--- src/rtl/pio_irq_pkg.sv ---
package pio_irq_pkg;

  localparam int HALF_W = 16;
  localparam int N_PINS = 2 * HALF_W;
  localparam int IDX_W  = $clog2(N_PINS);

  // register selector = halfword index [4:1]; index bit 0 picks the half
  typedef enum logic [3:0] {
    RG_DIR  = 4'd0,
    RG_DATA = 4'd1,
    RG_STAT = 4'd2,
    RG_EN   = 4'd3,
    RG_TYPE = 4'd4,
    RG_LVL  = 4'd5,
    RG_HOLD = 4'd6,
    RG_FALL = 4'd8,
    RG_RISE = 4'd9
  } reg_sel_e;

  function automatic logic [N_PINS-1:0] merge_half(
    input logic [N_PINS-1:0] old_v,
    input logic              upper,
    input logic [HALF_W-1:0] word
  );
    return upper ? {word, old_v[HALF_W-1:0]} : {old_v[N_PINS-1:HALF_W], word};
  endfunction

  function automatic logic [HALF_W-1:0] pick_half(
    input logic [N_PINS-1:0] v,
    input logic              upper
  );
    return upper ? v[N_PINS-1:HALF_W] : v[HALF_W-1:0];
  endfunction

  function automatic logic detect_event(
    input logic edge_mode,
    input logic act_high,
    input logic fall_en,
    input logic rise_en,
    input logic prev,
    input logic now
  );
    logic rose, fell;
    rose = now & ~prev;
    fell = prev & ~now;
    if (edge_mode) return (rise_en & rose) | (fall_en & fell);
    return now == act_high;
  endfunction

  function automatic logic next_status(
    input logic cur,
    input logic hold,
    input logic clr,
    input logic det
  );
    // a detection in the clear cycle wins so no event is lost
    return hold ? ((cur & ~clr) | det) : det;
  endfunction

endpackage

--- src/rtl/pio_sync.sv ---
module pio_sync #(
  parameter int W      = 32,
  parameter int STAGES = 2
) (
  input  logic         clk,
  input  logic         rst_n,
  input  logic [W-1:0] d_i,
  output logic [W-1:0] q_o
);
  logic [STAGES-1:0][W-1:0] stg_q;

  always_ff @(posedge clk or negedge rst_n) begin
    if (!rst_n) begin
      stg_q <= '0;
    end else begin
      stg_q[0] <= d_i;
      for (int i = 1; i < STAGES; i++) stg_q[i] <= stg_q[i-1];
    end
  end

  assign q_o = stg_q[STAGES-1];
endmodule

--- src/rtl/pio_pin_detect.sv ---
module pio_pin_detect
  import pio_irq_pkg::*;
(
  input  logic clk,
  input  logic rst_n,
  input  logic s_in,
  input  logic edge_mode,
  input  logic act_high,
  input  logic hold,
  input  logic fall_en,
  input  logic rise_en,
  input  logic clr,
  output logic det_o,
  output logic status_o
);
  logic prev_q;

  assign det_o = detect_event(edge_mode, act_high, fall_en, rise_en, prev_q, s_in);

  always_ff @(posedge clk or negedge rst_n) begin
    if (!rst_n) begin
      prev_q   <= 1'b0;
      status_o <= 1'b0;
    end else begin
      prev_q   <= s_in;
      status_o <= next_status(status_o, hold, clr, det_o);
    end
  end

  assert_hold_sticky_R5: assert property (@(posedge clk) disable iff (!rst_n)
    (hold && status_o && !clr) |=> status_o);

  assert_through_follows_R5: assert property (@(posedge clk) disable iff (!rst_n)
    !hold |=> (status_o == $past(det_o)));

  assert_w1c_clears_R6: assert property (@(posedge clk) disable iff (!rst_n)
    (clr && !det_o) |=> !status_o);

  assert_rise_seen_R4: assert property (@(posedge clk) disable iff (!rst_n)
    (edge_mode && rise_en && $rose(s_in)) |-> det_o);

  assert_fall_seen_R4: assert property (@(posedge clk) disable iff (!rst_n)
    (edge_mode && fall_en && $fell(s_in)) |-> det_o);
endmodule

--- src/rtl/pio_prio_enc.sv ---
module pio_prio_enc #(
  parameter int W  = 32,
  parameter int IW = $clog2(W)
) (
  input  logic [W-1:0]  pend_i,
  output logic          valid_o,
  output logic [IW-1:0] idx_o
);
  always_comb begin
    idx_o = '0;
    for (int i = W - 1; i >= 0; i--) begin
      if (pend_i[i]) idx_o = IW'(i);
    end
  end

  assign valid_o = |pend_i;
endmodule

--- src/rtl/pio_irq_unit.sv ---
module pio_irq_unit
  import pio_irq_pkg::*;
#(
  parameter int SYNC_STAGES = 2
) (
  input  logic              clk,
  input  logic              rst_n,
  input  logic              reg_wr,
  input  logic [4:0]        reg_addr,
  input  logic [15:0]       reg_wdata,
  output logic [15:0]       reg_rdata,
  input  logic [31:0]       pin_in,
  output logic [31:0]       pin_out,
  output logic [31:0]       pin_oe,
  output logic              irq,
  output logic              irq_valid,
  output logic [4:0]        irq_pin
);
  logic [N_PINS-1:0] dir_q, dat_q, en_q, typ_q, lvl_q, hld_q, fal_q, ris_q;
  logic [N_PINS-1:0] pin_s, det_vec, stat_vec, clr_vec, pend, rd_vec, din_view;
  reg_sel_e          sel;
  logic              upper;

  assign sel   = reg_sel_e'(reg_addr[4:1]);
  assign upper = reg_addr[0];

  always_ff @(posedge clk or negedge rst_n) begin
    if (!rst_n) begin
      dir_q <= '0; dat_q <= '0; en_q  <= '0; typ_q <= '0;
      lvl_q <= '0; hld_q <= '0; fal_q <= '0; ris_q <= '0;
    end else if (reg_wr) begin
      case (sel)
        RG_DIR:  dir_q <= merge_half(dir_q, upper, reg_wdata);
        RG_DATA: dat_q <= merge_half(dat_q, upper, reg_wdata);
        RG_EN:   en_q  <= merge_half(en_q,  upper, reg_wdata);
        RG_TYPE: typ_q <= merge_half(typ_q, upper, reg_wdata);
        RG_LVL:  lvl_q <= merge_half(lvl_q, upper, reg_wdata);
        RG_HOLD: hld_q <= merge_half(hld_q, upper, reg_wdata);
        RG_FALL: fal_q <= merge_half(fal_q, upper, reg_wdata);
        RG_RISE: ris_q <= merge_half(ris_q, upper, reg_wdata);
        default: ;
      endcase
    end
  end

  assign clr_vec = (reg_wr && sel == RG_STAT) ? merge_half('0, upper, reg_wdata) : '0;

  pio_sync #(.W(N_PINS), .STAGES(SYNC_STAGES)) u_sync (
    .clk(clk), .rst_n(rst_n), .d_i(pin_in), .q_o(pin_s)
  );

  for (genvar p = 0; p < N_PINS; p++) begin : g_pin
    pio_pin_detect u_det (
      .clk(clk), .rst_n(rst_n), .s_in(pin_s[p]),
      .edge_mode(typ_q[p]), .act_high(lvl_q[p]), .hold(hld_q[p]),
      .fall_en(fal_q[p]), .rise_en(ris_q[p]), .clr(clr_vec[p]),
      .det_o(det_vec[p]), .status_o(stat_vec[p])
    );
  end

  assign pend = stat_vec & en_q;

  pio_prio_enc #(.W(N_PINS), .IW(IDX_W)) u_enc (
    .pend_i(pend), .valid_o(irq_valid), .idx_o(irq_pin)
  );

  assign irq     = irq_valid;
  assign pin_out = dat_q;
  assign pin_oe  = dir_q;

  assign din_view = (dat_q & dir_q) | (pin_s & ~dir_q);

  always_comb begin
    case (sel)
      RG_DIR:  rd_vec = dir_q;
      RG_DATA: rd_vec = din_view;
      RG_STAT: rd_vec = stat_vec;
      RG_EN:   rd_vec = en_q;
      RG_TYPE: rd_vec = typ_q;
      RG_LVL:  rd_vec = lvl_q;
      RG_HOLD: rd_vec = hld_q;
      RG_FALL: rd_vec = fal_q;
      RG_RISE: rd_vec = ris_q;
      default: rd_vec = '0;
    endcase
  end

  assign reg_rdata = pick_half(rd_vec, upper);

  assert_idx_pending_R8: assert property (@(posedge clk) disable iff (!rst_n)
    irq_valid |-> (stat_vec[irq_pin] && en_q[irq_pin]));

  assert_idx_lowest_R8: assert property (@(posedge clk) disable iff (!rst_n)
    irq_valid |-> ((pend & ((32'd1 << irq_pin) - 32'd1)) == '0));

  assert_data_write_R2: assert property (@(posedge clk) disable iff (!rst_n)
    (reg_wr && sel == RG_DATA && !upper) |=> (pin_out[HALF_W-1:0] == $past(reg_wdata)));

  assert_dir_write_R2: assert property (@(posedge clk) disable iff (!rst_n)
    (reg_wr && sel == RG_DIR && upper) |=> (pin_oe[N_PINS-1:HALF_W] == $past(reg_wdata)));
endmodule

--- config.mk ---
export PLATFORM = sky130hd
export DESIGN_NAME = pio_irq_unit
export DESIGN_NICKNAME = d
export VERILOG_FILES = /design/src/rtl/pio_irq_pkg.sv /design/src/rtl/pio_sync.sv /design/src/rtl/pio_pin_detect.sv /design/src/rtl/pio_prio_enc.sv /design/src/rtl/pio_irq_unit.sv
export SDC_FILE = /design/constraint.sdc
export NUM_CORES = 1
export LEC_CHECK = 0
export BUFFER_PORTS_ARGS = -buffer_cell sky130_fd_sc_hd__buf_2
export CORE_MARGIN = 3
export CORE_UTILIZATION = 34
export DETAILED_ROUTE_END_ITERATION = 8
export SYNTH_ARGS = -nofsm -noshare
export SYNTH_HDL_FRONTEND = slang
export SYNTH_HIERARCHICAL = 1
export SYNTH_SLANG_ARGS = --single-unit
--- constraint.sdc ---
create_clock -name clk -period 2 [get_ports clk]
set_input_delay 0.4 -clock clk [delete_from_list [all_inputs] [get_ports clk]]
set_output_delay 0.4 -clock clk [all_outputs]
set_load 0.05 [all_outputs]
==> impl_metrics.py <==
metrics = {
    "floorplan": {
        "dieHeight_um": 240,
        "initial_utilization_pct": 34.6,
        "rows": 85,
        "core_area_um2": 54000,
        "die_x_um": 240,
        "ios": 143,
        "die-area_um2": 57800,
    },
    "clocking": {
        "cts_max_path_buffers": 3,
        "ctsRootBufferMaster": "clkbuf_16",
        "cts_tree": "done",
        "h-tree-depth": 2,
        "numClockSinks": 384,
        "cts_buffers": 44,
        "clk_latency_ns": 0.59,
        "clk_pin_slew_ns": 0.06,
    },
    "grt": {
        "antenna_found_initial": 0,
        "grt_usage_pct": 22.7,
        "grt_pass1_wl_um": 97700,
        "grt_pass1_vias": 15500,
        "grt_max_degree": 62,
        "grt-ovfl-total": 0,
    },
    "synth": {
        "synth_nets": 1534,
        "synth_flop_cell": "dfrtp_1",
        "avgSynthCellArea_um2": 12.6,
        "ys_types": 75,
        "synth_edf_count": 0,
        "ys_warn_count": 6,
        "synthArstFlopShare_pct": 100,
        "synth_seq_cells": 384,
        "synthCells": 1478,
        "seq_area_frac_synth_pct": 51.5,
        "netlist_area_um2": 18700,
    },
    "finish": {
        "diodes": 0,
        "drive_above_1_share_pct": 55.8,
        "layout-area-overhead-vs-synth_pct": 42.6,
        "nets": 2029,
        "final_cells": 2703,
        "multi_input_area_um2": 9520,
        "layout_common_cells": "dfrtp_1, buf_4, mux2_2",
        "fin_util_pct": 49.3,
        "seqCellArea_um2": 9620,
        "nFillCells": 4789,
        "final_common_cell": "dfrtp_1",
    },
    "pwr": {
        "max-vdd-ir-drop_mv": 0.684,
        "combinationalPowerShare_pct": 30.4,
        "intPower_uw": 18100,
        "leakagePower_uw": 0.0119,
        "clock_power_share_pct": 31.5,
        "powerDensity_nw_per_um2": 1010,
        "netSwitchingFraction_pct": 33.0,
        "switching_power_uw": 8910,
        "p_seq_share_pct": 38.1,
    },
    "sta": {
        "fmax_mhz": 346,
        "rsz0062_at_grt": "true",
        "fin_crit_sh_pct": 145,
        "min_period_ns": 2.89,
        "fin_skew_ns": 0.0237,
        "slew_headroom_pct": 68.3,
        "setup_viol": 23,
        "fin_ws_ns": -0.890,
        "maxSlewViolCount": 0,
        "hold_violations": 0,
        "tightest_slew_ns": 0.476,
    },
    "min_path": {
        "hp-class": "input port to flop",
    },
    "routing": {
        "drc_errors": 0,
        "drt-wirelength-per-cell_um": 24.3,
        "wirelength_um": 65800,
        "drt_iter0_drc": 1143,
        "dr.pass1.iters": 5,
        "vias": 14600,
        "ant_nets": 0,
        "vias_per_cell": 5.41,
    },
    "worst_setup_path": {
        "end_kind": "output port",
        "cp_data_arrival_time_ns": 2.49,
        "startpoint_type": "flop",
        "worst-setup-path-type": "flop to output port",
        "critPathMaxFanout": 2,
        "required_ns": 1.60,
    },
    "flow_run": {
        "maxCapViolCount": 0,
    },
    "placed_design": {
        "portBuffers": 142,
        "post-dp-hpwl_um": 48200,
        "dp.cells": 2561,
        "place_congestion": 0.943,
    },
    "status": {
        "violations": "negative setup slack",
        "outcome": "finished with violations",
    },
}
[cells by family after synthesis]
| family | share of synthesized area (%) |
|---|---|
| muxes | 19.8 |
| and+or+nand+nor | 10.5 |
| buffers and inverters | 4.79 |
| AOI/OAI and AO/OA | 13.4 |
| DFF | 51.5 |
[metrics by stage]
stage                     setup WS (ns)  area [um^2]  hold WS (ns)  power (uW)  setup TNS, ns
after floorplan                  -0.590        19300         0.104       14400          -4.38
after global placement           -0.976        23400         0.330       17500         -67.17
after detailed placement         -0.951        23400         0.335       17700         -73.79
after CTS                        -0.938        26100         0.203       26800         -13.62
after global routing             -0.945        26600         0.229       28100         -14.29
final                            -0.890        26600         0.225       27000         -13.30
[path summary, 6_finish.rpt]
kind / depth (start not counted) / slack [ns] / endpoint / from
setup / recovery: 7 / -0.89 / irq_pin[0] / en_q[30]$_DFFE_PN0P_
hold / removal: 3 / 0.23 / pin_out[27]$_DFFE_PN0P_ / reg_wdata[11]
setup reg to reg: 4 / 0.82 / g_pin[14].u_det/status_o$_DFF_PN0_ / u_sync/q_o[14]$_DFF_PN0_
hold reg to reg: 0 / 0.34 / u_sync/q_o[20]$_DFF_PN0_ / u_sync/stg_q[20]$_DFF_PN0_
max in group asynchronous: 3 / 0.99 / u_sync/q_o[14]$_DFF_PN0_ / rst_n
min in group asynchronous: 2 / 0.32 / g_pin[28].u_det/status_o$_DFF_PN0_ / rst_n
[flip-flops by register name, summed over array words and instances, names as in the netlist]
name / cells
hld_q: 32
pin_out: 32
ris_q: 32
lvl_q: 32
pin_oe: 32
g_pin.u_det/prev_q: 32
u_sync/q_o: 32
g_pin.u_det/status_o: 32
fal_q: 32
typ_q: 32
u_sync/stg_q: 32
en_q: 32
[power groups by stage]
stage / logic, uW / clock network (uW) / registers [uW]
detailed placement: 7340 / 0 / 10400
finish: 8220 / 8490 / 10300
global placement: 7230 / 0 / 10300
CTS: 7880 / 8680 / 10300
global route: 8660 / 8960 / 10500
floorplan: 3440 / 0 / 10900
[final cells by class]
| class | count | share of cell area, % |
|---|---|---|
| clock inverters | 24 | 1.10 |
| flip-flops and latches | 384 | 36.1 |
| repair buffers | 569 | 18.5 |
| multi-input cells | 932 | 35.8 |
| inverters | 42 | 0.592 |
| well taps | 696 | 3.27 |
| clock buffers | 56 | 4.64 |
[layer usage]
metal,GRT usage (%),vias up,routed length [um]
li1,-,6486,-
met1,30.4,7580,29100
met2,37.0,447,31100
met3,3.93,118,3400
met4,8.85,0,2250
met5,0,-,0
[cell usage after synthesis, drive strengths merged (16+ instances only)]
master | instances | area share [%]
o21ai | 21 | 0.56
nand2b | 35 | 1.2
a21oi | 28 | 0.75
dfrtp | 384 | 51
buf | 91 | 3.4
inv | 42 | 0.84
a31o | 32 | 1.5
o21ba | 32 | 1.7
nor2 | 33 | 0.80
a22oi | 28 | 1.1
nand2 | 32 | 0.66
o22ai | 16 | 0.54
and2 | 52 | 1.7
nand3 | 38 | 1.1
nor3 | 22 | 0.64
clkbuf | 29 | 0.58
a32oi | 47 | 3.5
nand3b | 33 | 1.3
mux2i | 61 | 3.3
mux2 | 266 | 16
and3 | 24 | 0.80
[worst max-delay path, cell delays in order, from the launching register on]
cell,delay [ns]
dfrtp_1,0.37
and2_4,0.16
nor3b_2,0.16
nor3_1,0.06
o31ai_1,0.30
o2111ai_2,0.23
a221oi_4,0.43
buf_12,0.19
[what timing repair did]
| item | 4_1_cts | 5_1_grt |
|---|---|---|
| pin swaps | 64 | 49 |
| hold buffers | 33 | 0 |
| buffers inserted | 25 | 11 |
| setup endpoints to repair | 23 | 23 |
| cloned | 1 | 0 |
| resized for setup | 156 | 96 |
| endpoints found under the hold margin | 64 | 0 |
Note: power is estimated with default switching activity, not from simulation.
